==> src/rtl/tmr_pkg.sv <==
package tmr_pkg;
  localparam int DATA_W = 8;

  typedef enum logic [1:0] {
    SRC_4096 = 2'b00,
    SRC_64   = 2'b01,
    SRC_1    = 2'b10,
    SRC_MIN  = 2'b11
  } src_e;

  localparam logic ADDR_CTRL = 1'b0;
  localparam logic ADDR_CNT  = 1'b1;

  localparam int B_RUN   = 0;
  localparam int B_SRC_L = 1;
  localparam int B_SRC_H = 2;
  localparam int B_IE    = 3;
  localparam int B_PMODE = 4;
  localparam int B_FLAG  = 5;
endpackage

==> src/rtl/tmr_tick_sel.sv <==
module tmr_tick_sel #(
  parameter int N_SRC = 4,
  localparam int SEL_W = $clog2(N_SRC)
) (
  input  logic [N_SRC-1:0] ticks,
  input  logic [SEL_W-1:0] sel,
  output logic             tick
);
  logic [N_SRC-1:0] hit;

  for (genvar g = 0; g < N_SRC; g++) begin : g_src
    assign hit[g] = ticks[g] & (sel == SEL_W'(g));
  end

  assign tick = |hit;
endmodule

==> src/rtl/tmr_down_cnt.sv <==
module tmr_down_cnt #(
  parameter int CNT_W = 8
) (
  input  logic             clk,
  input  logic             rst_n,
  input  logic             tick,
  input  logic             run,
  input  logic             load,
  input  logic [CNT_W-1:0] load_val,
  output logic [CNT_W-1:0] cur,
  output logic [CNT_W-1:0] rld,
  output logic             expire
);
  logic [CNT_W-1:0] cur_q, cur_d, rld_q, rld_d;
  logic             step;

  assign step   = run & tick & ~load;
  assign expire = step & (cur_q == CNT_W'(1));

  always_comb begin
    cur_d = cur_q;
    rld_d = rld_q;
    if (load) begin
      cur_d = load_val;
      rld_d = load_val;
    end else if (expire) begin
      cur_d = rld_q;
    end else if (step && cur_q > CNT_W'(1)) begin
      cur_d = cur_q - CNT_W'(1);
    end
  end

  always_ff @(posedge clk or negedge rst_n) begin
    if (!rst_n) begin
      cur_q <= '0;
      rld_q <= '0;
    end else begin
      cur_q <= cur_d;
      rld_q <= rld_d;
    end
  end

  assign cur = cur_q;
  assign rld = rld_q;
endmodule

==> src/rtl/tmr_irq_pulse.sv <==
module tmr_irq_pulse #(
  parameter int REF_HZ = 8192,
  localparam int W_FAST_N1 = REF_HZ / 8192,
  localparam int W_FAST    = REF_HZ / 4096,
  localparam int W_MID_N1  = REF_HZ / 128,
  localparam int W_SLOW    = REF_HZ / 64,
  localparam int PW_W      = $clog2(W_SLOW + 1)
) (
  input  logic                clk,
  input  logic                rst_n,
  input  logic                start,
  input  tmr_pkg::src_e       src,
  input  logic                n_is_one,
  input  logic                ref_tick,
  output logic                active
);
  import tmr_pkg::*;

  logic            act_q, act_d;
  logic [PW_W-1:0] cnt_q, cnt_d, wid_q, wid_d, wid_sel;

  always_comb begin
    unique case (src)
      SRC_4096: wid_sel = n_is_one ? PW_W'(W_FAST_N1) : PW_W'(W_FAST);
      SRC_64:   wid_sel = n_is_one ? PW_W'(W_MID_N1)  : PW_W'(W_SLOW);
      default:  wid_sel = PW_W'(W_SLOW);
    endcase
  end

  always_comb begin
    act_d = act_q;
    cnt_d = cnt_q;
    wid_d = wid_q;
    if (start) begin
      act_d = 1'b1;
      cnt_d = '0;
      wid_d = wid_sel;
    end else if (act_q && ref_tick) begin
      if (cnt_q == wid_q - PW_W'(1)) act_d = 1'b0;
      else                           cnt_d = cnt_q + PW_W'(1);
    end
  end

  always_ff @(posedge clk or negedge rst_n) begin
    if (!rst_n) begin
      act_q <= 1'b0;
      cnt_q <= '0;
      wid_q <= '0;
    end else begin
      act_q <= act_d;
      cnt_q <= cnt_d;
      wid_q <= wid_d;
    end
  end

  assign active = act_q;
endmodule

==> src/rtl/tmr_top.sv <==
module tmr_top #(
  parameter int N_SRC  = 4,
  parameter int REF_HZ = 8192,
  localparam int CNT_W = tmr_pkg::DATA_W
) (
  input  logic             clk,
  input  logic             rst_n,
  input  logic [N_SRC-1:0] src_tick,
  input  logic             ref_tick,
  input  logic             wr_en,
  input  logic             wr_addr,
  input  logic [CNT_W-1:0] wr_data,
  input  logic             rd_addr,
  output logic [CNT_W-1:0] rd_data,
  output logic             irq_n
);
  import tmr_pkg::*;

  logic rst_s1, rst_s;
  always_ff @(posedge clk or negedge rst_n) begin
    if (!rst_n) begin
      rst_s1 <= 1'b0;
      rst_s  <= 1'b0;
    end else begin
      rst_s1 <= 1'b1;
      rst_s  <= rst_s1;
    end
  end

  logic       ctrl_wr, cnt_load;
  logic       ctrl_run, ctrl_ie, ctrl_pmode, flag_q;
  src_e       ctrl_src;
  logic       run_d, ie_d, pmode_d, flag_d;
  src_e       src_d;
  logic       wr_flag;
  logic       sel_tick, expire, pulse_act;
  logic [CNT_W-1:0] cur_cnt, rld_cnt;

  assign ctrl_wr  = wr_en & (wr_addr == ADDR_CTRL);
  assign cnt_load = wr_en & (wr_addr == ADDR_CNT);
  assign wr_flag  = wr_data[B_FLAG];

  tmr_tick_sel #(.N_SRC(N_SRC)) i_sel (
    .ticks(src_tick), .sel(ctrl_src), .tick(sel_tick)
  );

  tmr_down_cnt #(.CNT_W(CNT_W)) i_cnt (
    .clk(clk), .rst_n(rst_s), .tick(sel_tick), .run(ctrl_run),
    .load(cnt_load), .load_val(wr_data), .cur(cur_cnt), .rld(rld_cnt),
    .expire(expire)
  );

  tmr_irq_pulse #(.REF_HZ(REF_HZ)) i_pulse (
    .clk(clk), .rst_n(rst_s), .start(expire), .src(ctrl_src),
    .n_is_one(rld_cnt == CNT_W'(1)), .ref_tick(ref_tick), .active(pulse_act)
  );

  always_comb begin
    run_d   = ctrl_run;
    ie_d    = ctrl_ie;
    pmode_d = ctrl_pmode;
    src_d   = ctrl_src;
    flag_d  = flag_q;
    if (ctrl_wr) begin
      run_d   = wr_data[B_RUN];
      ie_d    = wr_data[B_IE];
      pmode_d = wr_data[B_PMODE];
      src_d   = src_e'(wr_data[B_SRC_H:B_SRC_L]);
      if (!wr_flag) flag_d = 1'b0;
    end
    if (expire) flag_d = 1'b1;
  end

  always_ff @(posedge clk or negedge rst_s) begin
    if (!rst_s) begin
      ctrl_run   <= 1'b0;
      ctrl_ie    <= 1'b0;
      ctrl_pmode <= 1'b0;
      ctrl_src   <= SRC_MIN;
      flag_q     <= 1'b0;
    end else begin
      ctrl_run   <= run_d;
      ctrl_ie    <= ie_d;
      ctrl_pmode <= pmode_d;
      ctrl_src   <= src_d;
      flag_q     <= flag_d;
    end
  end

  always_comb begin
    if (rd_addr == ADDR_CNT) rd_data = cur_cnt;
    else rd_data = CNT_W'({flag_q, ctrl_pmode, ctrl_ie, ctrl_src, ctrl_run});
  end

  assign irq_n = ~(ctrl_ie & (ctrl_pmode ? pulse_act : flag_q));
endmodule

==> config.mk <==
export PLATFORM = sky130hd
export DESIGN_NAME = tmr_top
export DESIGN_NICKNAME = d
export VERILOG_FILES = /design/src/rtl/tmr_pkg.sv /design/src/rtl/tmr_tick_sel.sv /design/src/rtl/tmr_down_cnt.sv /design/src/rtl/tmr_irq_pulse.sv /design/src/rtl/tmr_top.sv
export SDC_FILE = /design/constraint.sdc
export NUM_CORES = 1
export LEC_CHECK = 0
export BUFFER_PORTS_ARGS = -buffer_cell sky130_fd_sc_hd__buf_2
export CAP_MARGIN = 20
export CORE_ASPECT_RATIO = 2
export CORE_UTILIZATION = 60
export CTS_CLUSTER_DIAMETER = 100
export DETAILED_ROUTE_END_ITERATION = 12
export PLACE_DENSITY = 0.82
export SKIP_CTS_REPAIR_TIMING = 1
export SLEW_MARGIN = 20
export SYNTH_ARGS = -nofsm -noshare
export SYNTH_HDL_FRONTEND = slang
export SYNTH_SLANG_ARGS = --single-unit
export TNS_END_PERCENT = 30
==> constraint.sdc <==
create_clock -name clk -period 3.2 [get_ports clk]
set_input_delay 0.64 -clock clk [delete_from_list [all_inputs] [get_ports clk]]
set_output_delay 0.64 -clock clk [all_outputs]
set_load 0.01 [all_outputs]
==> summary.md, run 1 <==
| Metric | Value |
|---|---|
| Post-detailed-placement half-perimeter wirelength | `4.03 mm` |
| Final hold violation count | `0` |
| Reg2Reg Launch Point | `i_pulse.wid_q[0]` |
| Core footprint | `0.00338 mm2` |
| Fin crit share | `0.780` |
| GPL Wtd Cong | `0.990` |
| Seq/Total Area, Yosys | `0.439` |
| Drc violations | `0` |
| DR vias/cell | `6.44` |
| EDFF count, synth | `0` |
| CTS sink cnt | `37` |
| Logic pwr share | `0.301` |
| Chip height | `86.0 um` |
| Post-synth top cells | `nand2_1 (59), dfrtp_1 (35), o21ai_0 (14), inv_1 (11), a21oi_1 (10)` |
| First-pass GRT wire length | `8.67 mm` |
| Min Tclk post-route | `2500 ps` |
| Relative slew slack | `0.348` |
| Clock slew seen by the registers of the worst setup and hold paths | `70 ps` |
| RSZ-0062 raised after global routing | `no` |
| Leading area contributor after synthesis | `dfrtp_1` |
| I/O pins | `27` |
| Final nets | `284` |
| Final instance count without filler cells | `294` |
| Routed len/inst | `18.3 um` |
| Number of global-route vias before repair | `1868` |
| WP data arrival | `2720 ps` |
| Sw frac | `0.359` |
| Latest clock arrival within the worst-skew pair | `290 ps` |
| Synth warn | `0` |
| Avg Inst Size Synth | `8.89 um2` |
| Total Wirelength | `5.38 mm` |
| Crit end category | `register` |
| Setup Viol. Count Final | `0` |
| Count leader, synth | `nand2_1` |
| I/O Buffers | `26` |
| Critical Path Start Type | `register` |
| Bufs on Longest Clock Path | `2` |
| Flops & latches, synth | `37` |
| Die area | `0.00378 mm2` |
| CP Class | `reg -> reg` |
| Count of cell types in the netlist | `52` |
| Hold WS | `119 ps` |
| CTS tree | `yes` |
| Internal cell power | `1.03 mW` |
| Fillers | `275` |
| Final core occ | `0.698` |
| Area share of the largest cell type after synthesis | `0.414` |
| Num rows | `30` |
| Clk pwr share | `0.261` |
| Via count | `1893` |
| Max Clock Skew | `5.97 ps` |
| Num CTS Buffers | `5` |
| Initial antenna violation count | `0` |
| Reg power frac | `0.438` |
| Die width | `44.0 um` |
| Outcome | `complete, no violations` |
| Max-slew violations | `0` |
| H-tree levels | `2` |
| Starting DRC count in detailed routing | `96` |
| Clk root buf | `clkbuf_8` |
| PD cells | `681 mW/mm2` |
| Total of max-cap violations | `0` |
| Total GRT Usage | `0.318` |
| Overflow after GRT | `0` |
| Synthesized Nets | `261` |
| Placed insts | `286` |
| CP max FO | `15` |
| Area Growth Syn to Fin | `11.4%` |
| Router iterations before antenna repair | `4` |
| Setup crit start | `i_pulse.wid_q[0]` |
| Ys async rst share | `1.00` |
| DP Worst Slack | `715 ps` |
| Largest net degree at the start of global routing | `36` |
| Worst vdd ir | `447 uV` |
| Leakage | `1.12 nW` |
| Syn Std Cell Area | `0.00212 mm2` |
| Worst Max-Slew Pin Slew | `977 ps` |
| Worst min-delay path class | `in -> async` |
| Primary FF master, synth | `dfrtp_1` |
| Largest cells by area after synthesis | `dfrtp_1 (41%), nand2_1 (10%), o21ai_0 (3.3%), mux2_2 (3.2%), ha_1 (3.0%)` |
| WP data required | `3420 ps` |
| N_diodes | `0` |
| Fin worst setup slack | `704 ps` |
| Initial core utilization | `0.626` |
| Psw | `0.576 mW` |
| Post-route antenna net violation count | `0` |
| Layout cell share with drive strength beyond 1 | `0.191` |
| Fmax | `401 MHz` |
| TNS Setup | `0 ps` |
| Mapped Cells | `238` |
-- cells by family (layout without fill, tap and decap cells) --
group / after synthesis / in the layout / share of synthesized area
buffers and inverters: 23 / 47 / 0.0479
DFF: 37 / 37 / 0.439
xor gates and xnor gates: 8 / 8 / 0.0396
muxes: 8 / 8 / 0.0414
other: 1 / 1 / 0.00177
adders and majority gates: 5 / 5 / 0.0296
AOI/OAI and AO/OA: 50 / 50 / 0.158
and+or+nand+nor: 106 / 106 / 0.243
-- through the flow --
step / instance area, um2 / power (mW)
after global routing: 2360 / 1.69
after detailed placement: 2240 / 1.18
after global placement: 2240 / 1.17
after CTS: 2360 / 1.60
after floorplan: 2120 / 1.03
final: 2360 / 1.60
-- path summary, 6_finish.rpt --
| check | slack, ps | to | depth (start not counted) |
|---|---|---|---|
| max | 700 | i_pulse.cnt_q[7] | 8 |
| min | 120 | rst_s1 | 1 |
| max reg2reg | 700 | i_pulse.cnt_q[7] | 8 |
| min reg2reg | 270 | ctrl_pmode | 1 |
| max in group asynchronous | 2580 | ctrl_src[1] | 1 |
| min in group clk | 360 | rst_s | 0 |
-- state kept, by name (all words and copies together) (netlist names), 2 cells and up --
| signal | count |
|---|---|
| i_cnt.cur | 8 |
| i_cnt.rld | 8 |
| ctrl_src | 2 |
| i_pulse.cnt_q | 8 |
| i_pulse.wid_q | 4 |
-- cell type report --
type | count | area [um2] | share of cell area
clock buffers | 7 | 86.3 | 0.0366
inverters | 11 | 41.3 | 0.0175
multi-input cells | 178 | 1090 | 0.461
repair buffers | 28 | 145 | 0.0616
flip-flops and latches | 37 | 928 | 0.394
well taps | 32 | 40.0 | 0.0170
clock inverters | 1 | 30.0 | 0.0127
-- cell usage in the layout, fill, tap and decap left out, drive strengths merged, types with 5 or more instances in the layout --
master | Yosys | layout
or3 | 8 | 8
inv | 11 | 11
nor2 | 7 | 7
buf | 6 | 28
nand3 | 9 | 9
ha | 5 | 5
clkbuf | 6 | 7
nand2 | 59 | 59
a21oi | 11 | 11
mux2 | 6 | 6
xor2 | 5 | 5
dfrtp | 35 | 35
o21ai | 14 | 14
-- per-layer routing --
metal | wire (um) | GRT usage
met4 | 254 | 0.190
met3 | 204 | 0.0547
met5 | 0 | 0
met1 | 1900 | 0.316
met2 | 3020 | 0.579
-- power groups by stage --
stage          Sequential [mW]  Combinational (mW)  Clock (mW)
4_1_cts                  0.696               0.480       0.421
3_5_place_dp             0.704               0.476           0
2_1_floorplan            0.639               0.393           0
6_report                 0.703               0.483       0.419
5_1_grt                  0.717               0.538       0.439
3_3_place_gp             0.700               0.467           0
-- critical path, cell delays in order (launching register included) --
cell and delay (ps):
dfrtp_1 360, inv_1 60, ha_1 220, ha_1 200
xnor3_1 330, nand4_1 120, o211ai_1 360, or4_1 620
a21oi_1 160
Power figures use the tool's default switching activity.
==> inputs of run 2 (changes only) <==
--- a/config.mk
+++ b/config.mk
@@ -5,13 +5,14 @@
 export SDC_FILE = /design/constraint.sdc
 export NUM_CORES = 1
 export LEC_CHECK = 0
+export ABC_AREA = 1
 export BUFFER_PORTS_ARGS = -buffer_cell sky130_fd_sc_hd__buf_2
 export CAP_MARGIN = 20
 export CORE_ASPECT_RATIO = 2
-export CORE_UTILIZATION = 60
+export CORE_UTILIZATION = 58
 export CTS_CLUSTER_DIAMETER = 100
 export DETAILED_ROUTE_END_ITERATION = 12
-export PLACE_DENSITY = 0.82
+export PLACE_DENSITY = 0.79
 export SKIP_CTS_REPAIR_TIMING = 1
 export SLEW_MARGIN = 20
 export SYNTH_ARGS = -nofsm -noshare
==> constraint.sdc (replaced) <==
create_clock -name clk -period 2.6 [get_ports clk]
set_input_delay 0.52 -clock clk [delete_from_list [all_inputs] [get_ports clk]]
set_output_delay 0.52 -clock clk [all_outputs]
set_load 0.01 [all_outputs]
==> run 2 against run 1 <==
Area after synthesis rose by 6.7%. Register-to-register slack got worse by 30 ps. Synthesized cell count rose by 28%. Combinational power rose by 30%. Via count rose by 7.7%. Routed wire length fell by 1.2%. Utilization fell by 0.10 points. Count of clock-buffer cells in the layout fell by 2. First-iteration DRC count fell by 53%. Sequential cell count did not move. Total power rose by 26%. Critical path type unchanged. Largest cell class unchanged. Largest power group unchanged. Highest routed layer unchanged.
==> summary.md, run 2 <==
| Metric | Value |
|---|---|
| Bufs on Longest Clock Path | `2` |
| H-tree levels | `2` |
| Count leader, synth | `nand2_1` |
| Area share of the largest cell type after synthesis | `0.388` |
| Clk pwr share | `0.295` |
| Total of max-cap violations | `0` |
| RSZ-0062 raised after global routing | `no` |
| WP data arrival | `2170 ps` |
| Power, Total | `2.02 mW` |
| Chip height | `90.2 um` |
| Worst vdd ir | `692 uV` |
| Logic pwr share | `0.310` |
| Critical path cell sequence | `inv_1 -> ha_1 -> ha_1 -> xor2_1 -> nand2_1 -> nor2_4 -> nand3_4 -> a21oi_4 -> nand2_1 -> nand2_1` |
| Outcome | `complete, no violations` |
| Latest clock arrival within the worst-skew pair | `310 ps` |
| Ys async rst share | `1.00` |
| Leakage | `1.41 nW` |
| CP max FO | `10` |
| Sw frac | `0.353` |
| Count of cell types in the netlist | `30` |
| Max-slew violations | `0` |
| CTS sink cnt | `37` |
| Largest cells by area after synthesis | `dfrtp_1 (39%), nand2_1 (14%), inv_1 (7.8%), nand4_1 (5.8%), o21ai_0 (5.1%)` |
| GPL Wtd Cong | `0.857` |
| Core footprint | `0.00368 mm2` |
| Post-detailed-placement half-perimeter wirelength | `3.92 mm` |
| Syn Std Cell Area | `0.00226 mm2` |
| EDFF count, synth | `0` |
| Final nets | `358` |
| Synth warn | `0` |
| WP data required | `2850 ps` |
| Fmax | `520 MHz` |
| Num rows | `31` |
| Crit end category | `register` |
| DR vias/cell | `5.30` |
| Initial antenna violation count | `0` |
| Psw | `0.715 mW` |
| Most common cell after layout, fill and taps aside | `nand2_1` |
| Min Tclk post-route | `1920 ps` |
| Initial core utilization | `0.613` |
| PD cells | `788 mW/mm2` |
| CP max stage delay | `360 ps` |
| Flops & latches, synth | `37` |
| Layout cell share with drive strength beyond 1 | `0.155` |
| Mapped Cells | `305` |
| Number of global-route vias before repair | `2028` |
| First-pass GRT wire length | `8.74 mm` |
| CTS tree | `yes` |
| Worst min-delay path class | `reg -> async` |
| Overflow after GRT | `0` |
| Largest net degree at the start of global routing | `36` |
| Avg Inst Size Synth | `7.40 um2` |
| Drc violations | `0` |
| Max Clock Skew | `11.2 ps` |
| Router iterations before antenna repair | `4` |
| Post-route antenna net violation count | `0` |
| Seq/Total Area, Yosys | `0.411` |
| Starting DRC count in detailed routing | `45` |
| Slowest CP cell | `dfrtp_1` |
| Primary FF master, synth | `dfrtp_1` |
| Internal cell power | `1.31 mW` |
| Final instance count without filler cells | `385` |
| Setup Viol. Count Final | `0` |
| Die area | `0.00416 mm2` |
| Final hold violation count | `0` |
| Num CTS Buffers | `5` |
| I/O pins | `27` |
| Most frequent CP cell | `nand2_1` |
| Hold WS | `277 ps` |
| Synthesized Nets | `328` |
| Total GRT Usage | `0.290` |
| Clk root buf | `clkbuf_8` |
| TNS Setup | `0 ps` |
| Critical Path Start Type | `register` |
| Placed insts | `376` |
| Die width | `46.1 um` |
| Final core occ | `0.697` |
| Clock slew seen by the registers of the worst setup and hold paths | `80 ps` |
| Fin crit share | `0.740` |
| N_diodes | `0` |
| I/O Buffers | `26` |
| Post-synth top cells | `nand2_1 (82), inv_1 (47), dfrtp_1 (35), nor2_1 (30), o21ai_0 (23)` |
| Routed len/inst | `13.8 um` |
| Area Growth Syn to Fin | `13.7%` |
| Most frequent cells in the layout | `nand2_1 (82), inv_1 (47), dfrtp_1 (35)` |
| Reg power frac | `0.395` |
| Total Wirelength | `5.31 mm` |
| Leading area contributor after synthesis | `dfrtp_1` |
| CP Class | `reg -> reg` |
| Via count | `2039` |
==> run 2: cell count changes after synthesis, moves of 5 or more <==
| cell | change |
|---|---|
| inv_1 | +36 |
| nand2_1 | +23 |
| mux2_2 | -5 |
| o21ai_0 | +9 |
| nand4_1 | +19 |
| or3_1 | -6 |
| nor2_1 | +23 |
| nand3_1 | +7 |
==> run 2: worst max-delay path: cells and delay by family, from the launching register on <==
family	cells	cell delay [ps]
AOI/OAI and AO/OA	1	270
and+or+nand+nor	5	500
buffers and inverters	1	60
DFF	1	360
xor gates and xnor gates	1	140
adders and majority gates	2	530
==> run 2: power groups by stage <==
stage                     clock network [mW]  logic (mW)  registers (mW)
final                                  0.597       0.628           0.798
after floorplan                            0       0.480           0.784
after global placement                     0       0.607           0.805
after CTS                              0.606       0.631           0.797
after detailed placement                   0       0.624           0.806
after global routing                   0.623       0.726           0.813
==> run 2: kinds of logic after synthesis <==
family | synth area share
xor+xnor | 0.0427
other cells | 0.00166
flops | 0.411
compound gates | 0.0837
simple gates | 0.324
mux | 0.00499
buf+inv | 0.104
fa+ha+maj | 0.0277
==> run 2: final cells by class <==
| type | count | area (um2) |
|---|---|---|
| clock inverter | 3 | 65.1 |
| fill | 335 | 1120 |
| timing repair buffer | 29 | 155 |
| inverter | 51 | 194 |
| sequential | 37 | 928 |
| clock buffer | 5 | 68.8 |
| multi-input combinational | 211 | 1090 |
| tap | 49 | 61.3 |
==> run 2: per-layer routing <==
metal	vias to the layer above	share of wire	GRT usage
met5	-	0	0
met1	970	0.38	0.319
met2	33	0.56	0.482
met4	0	0.030	0.172
li1	1024	-	-
met3	12	0.024	0.0542
==> run 2: path summary, 6_finish.rpt <==
path	start	slack, ps	depth (start not counted)	to
max	i_pulse.wid_q[0]	680	10	i_pulse.cnt_q[6]
min	rst_s	280	1	i_cnt.cur[4]
max reg2reg	i_pulse.wid_q[0]	680	10	i_pulse.cnt_q[6]
min reg2reg	rst_s	280	1	i_cnt.cur[4]
max in group asynchronous	rst_n	1980	2	rst_s
min in group clk	rst_s1	360	0	rst_s
==> run 2: through the flow <==
stage	worst slack, ps	instance area [um2]
after floorplan	869	2260
after global placement	660	2420
after detailed placement	636	2420
after CTS	676	2560
after global routing	496	2570
final	677	2570
==> inputs of run 3 (changes only) <==
--- a/config.mk
+++ b/config.mk
@@ -9,10 +9,10 @@
 export BUFFER_PORTS_ARGS = -buffer_cell sky130_fd_sc_hd__buf_2
 export CAP_MARGIN = 20
 export CORE_ASPECT_RATIO = 2
-export CORE_UTILIZATION = 58
+export CORE_UTILIZATION = 52
 export CTS_CLUSTER_DIAMETER = 100
 export DETAILED_ROUTE_END_ITERATION = 12
-export PLACE_DENSITY = 0.79
+export PLACE_DENSITY = 0.75
 export SKIP_CTS_REPAIR_TIMING = 1
 export SLEW_MARGIN = 20
 export SYNTH_ARGS = -nofsm -noshare
==> constraint.sdc (replaced) <==
create_clock -name clk -period 1.7 [get_ports clk]
set_input_delay 0.34 -clock clk [delete_from_list [all_inputs] [get_ports clk]]
set_output_delay 0.34 -clock clk [all_outputs]
set_load 0.01 [all_outputs]
==> run 3 against run 2 <==
The run now ends with setup timing left. First-iteration DRC count rose by 64%. Global-route usage shrank 3.2 points. Sequential cell count is the same. Clock skew down 6.3 ps. Worst hold slack got worse by 2.2 ps. Sequential power rose by 54%. Critical endpoint is now i_pulse.cnt_q[3]. Maximum frequency up 7.3%.
==> summary.md, run 3 (synthesized netlist as in run 2, its figures left out) <==
| Metric | Value |
|---|---|
| I/O pins | `27` |
| Internal cell power | `2.08 mW` |
| Setup Viol. Count Final | `8` |
| CP top delay family | `simple AND/OR/NAND/NOR gates` |
| Final hold violation count | `0` |
| Most common cell after layout, fill and taps aside | `nand2_1` |
| Failing checks | `setup timing` |
| Initial core utilization | `0.547` |
| Latest clock arrival within the worst-skew pair | `290 ps` |
| RSZ-0062 raised after global routing | `yes` |
| Clock slew seen by the registers of the worst setup and hold paths | `80 ps` |
| Leakage | `1.48 nW` |
| CP max stage delay | `370 ps` |
| First-pass GRT wire length | `9.04 mm` |
| Slowest CP cell | `dfrtp_1` |
| Min Tclk post-route | `1790 ps` |
| Logic pwr share | `0.337` |
| Total of max-cap violations | `0` |
| Total Wirelength | `5.50 mm` |
| Critical path cell sequence | `inv_2 -> ha_4 -> ha_4 -> xor2_1 -> nand2_1 -> nor2_4 -> nand3_4 -> a21oi_4 -> nand2_1 -> nand2_1` |
| Fin worst setup slack | `-91.4 ps` |
| Outcome | `finished, violations left` |
| Worst vdd ir | `653 uV` |
| Die area | `0.00462 mm2` |
| Routed len/inst | `13.6 um` |
| PD cells | `1180 mW/mm2` |
| N_diodes | `0` |
| Layout cell share with drive strength beyond 1 | `0.216` |
| Most frequent cells in the layout | `nand2_1 (81), inv_1 (44), dfrtp_1 (35)` |
| Core footprint | `0.00413 mm2` |
| Total GRT Usage | `0.258` |
| Initial antenna violation count | `0` |
| CTS tree | `yes` |
| Max Clock Skew | `4.98 ps` |
| CP max FO | `8` |
| Num CTS Buffers | `5` |
| Fin crit share | `1.05` |
| Router iterations before antenna repair | `6` |
| Fmax | `558 MHz` |
| Area after DPL | `0.00254 mm2` |
| WP data required | `1930 ps` |
| CP Buf/Inv Count | `1` |
| DP Worst Slack | `-123 ps` |
| Chip height | `95.2 um` |
| Sw frac | `0.359` |
| Worst min-delay path class | `in -> reg` |
| Die width | `48.6 um` |
| Number of global-route vias before repair | `2068` |
| Crit end category | `register` |
| Largest net degree at the start of global routing | `36` |
| Starting DRC count in detailed routing | `74` |
| Clk pwr share | `0.284` |
| Overflow after GRT | `0` |
| Clk root buf | `clkbuf_8` |
| Most frequent CP cell | `nand2_1` |
| Post-route antenna net violation count | `0` |
| Critical Path Start Type | `register` |
| Final nets | `374` |
| Area Growth Syn to Fin | `21.8%` |
| WP data arrival | `2020 ps` |
| CTS sink cnt | `37` |
| Bufs on Longest Clock Path | `2` |
| Fin area | `0.00275 mm2` |
| Via count | `2119` |
| Num rows | `33` |
| H-tree levels | `2` |
| Max-slew violations | `0` |
| DR vias/cell | `5.25` |
| CP Class | `reg -> reg` |
| Post-detailed-placement half-perimeter wirelength | `3.90 mm` |
| Psw | `1.16 mW` |
| Drc violations | `0` |
| I/O Buffers | `26` |
| GPL Wtd Cong | `0.883` |
| Reg power frac | `0.379` |
[run 3: power by group through the flow]
stage	Combinational (mW)	Clock (mW)	Sequential, mW
detailed placement	1.02	0	1.23
global route	1.23	0.945	1.25
floorplan	0.748	0	1.20
finish	1.09	0.918	1.23
CTS	1.03	0.921	1.22
global placement	0.988	0	1.23
[run 3: per-layer routing]
layer | global-route usage | vias up | wire, um
li1 | - | 1055 | -
met5 | 0 | - | 0
met4 | 0.159 | 0 | 189
met1 | 0.255 | 1002 | 2120
met3 | 0.0319 | 15 | 134
met2 | 0.501 | 47 | 3060
[run 3: stage by stage]
stage | power [mW] | utilization | hold slack, ps | std cells | TNS [ps]
after floorplan | 1.95 | - | 44.4 | 305 | 0
after global placement | 2.22 | 0.616 | 124 | 391 | -257
after detailed placement | 2.25 | 0.616 | 126 | 391 | -878
after CTS | 3.17 | 0.648 | -187 | 399 | -1060
after global routing | 3.43 | 0.666 | 292 | 404 | -1390
final | 3.24 | 0.666 | 275 | 404 | -595
[run 3: final timing paths]
check,start,to,slack [ps],cells after the start
max,i_pulse.wid_q[0],i_pulse.cnt_q[3],-90,10
min,wr_data[7],i_cnt.rld[7],280,3
max reg2reg,i_pulse.wid_q[0],i_pulse.cnt_q[3],-90,10
min in group asynchronous,rst_s,i_cnt.rld[1],290,1
min reg2reg,rst_s,i_cnt.rld[1],290,1
max in group asynchronous,rst_s,ctrl_src[0],1080,1
[run 3: area by class of cell]
class                      count  area [um2]
inverter                      51         196
fill                         377        1380
clock buffer                   5        68.8
clock inverter                 3        65.1
sequential                    37         928
tap                           52        65.1
multi-input combinational    211        1140
timing repair buffer          45         283
[run 3: worst register-to-register path, stage by stage (launching register included)]
cell     delay, ps
dfrtp_1        370
inv_2           60
ha_4           160
ha_4           250
xor2_1         150
nand2_1        100
nor2_4         110
nand3_4        110
a21oi_4        260
nand2_1         90
nand2_1         70
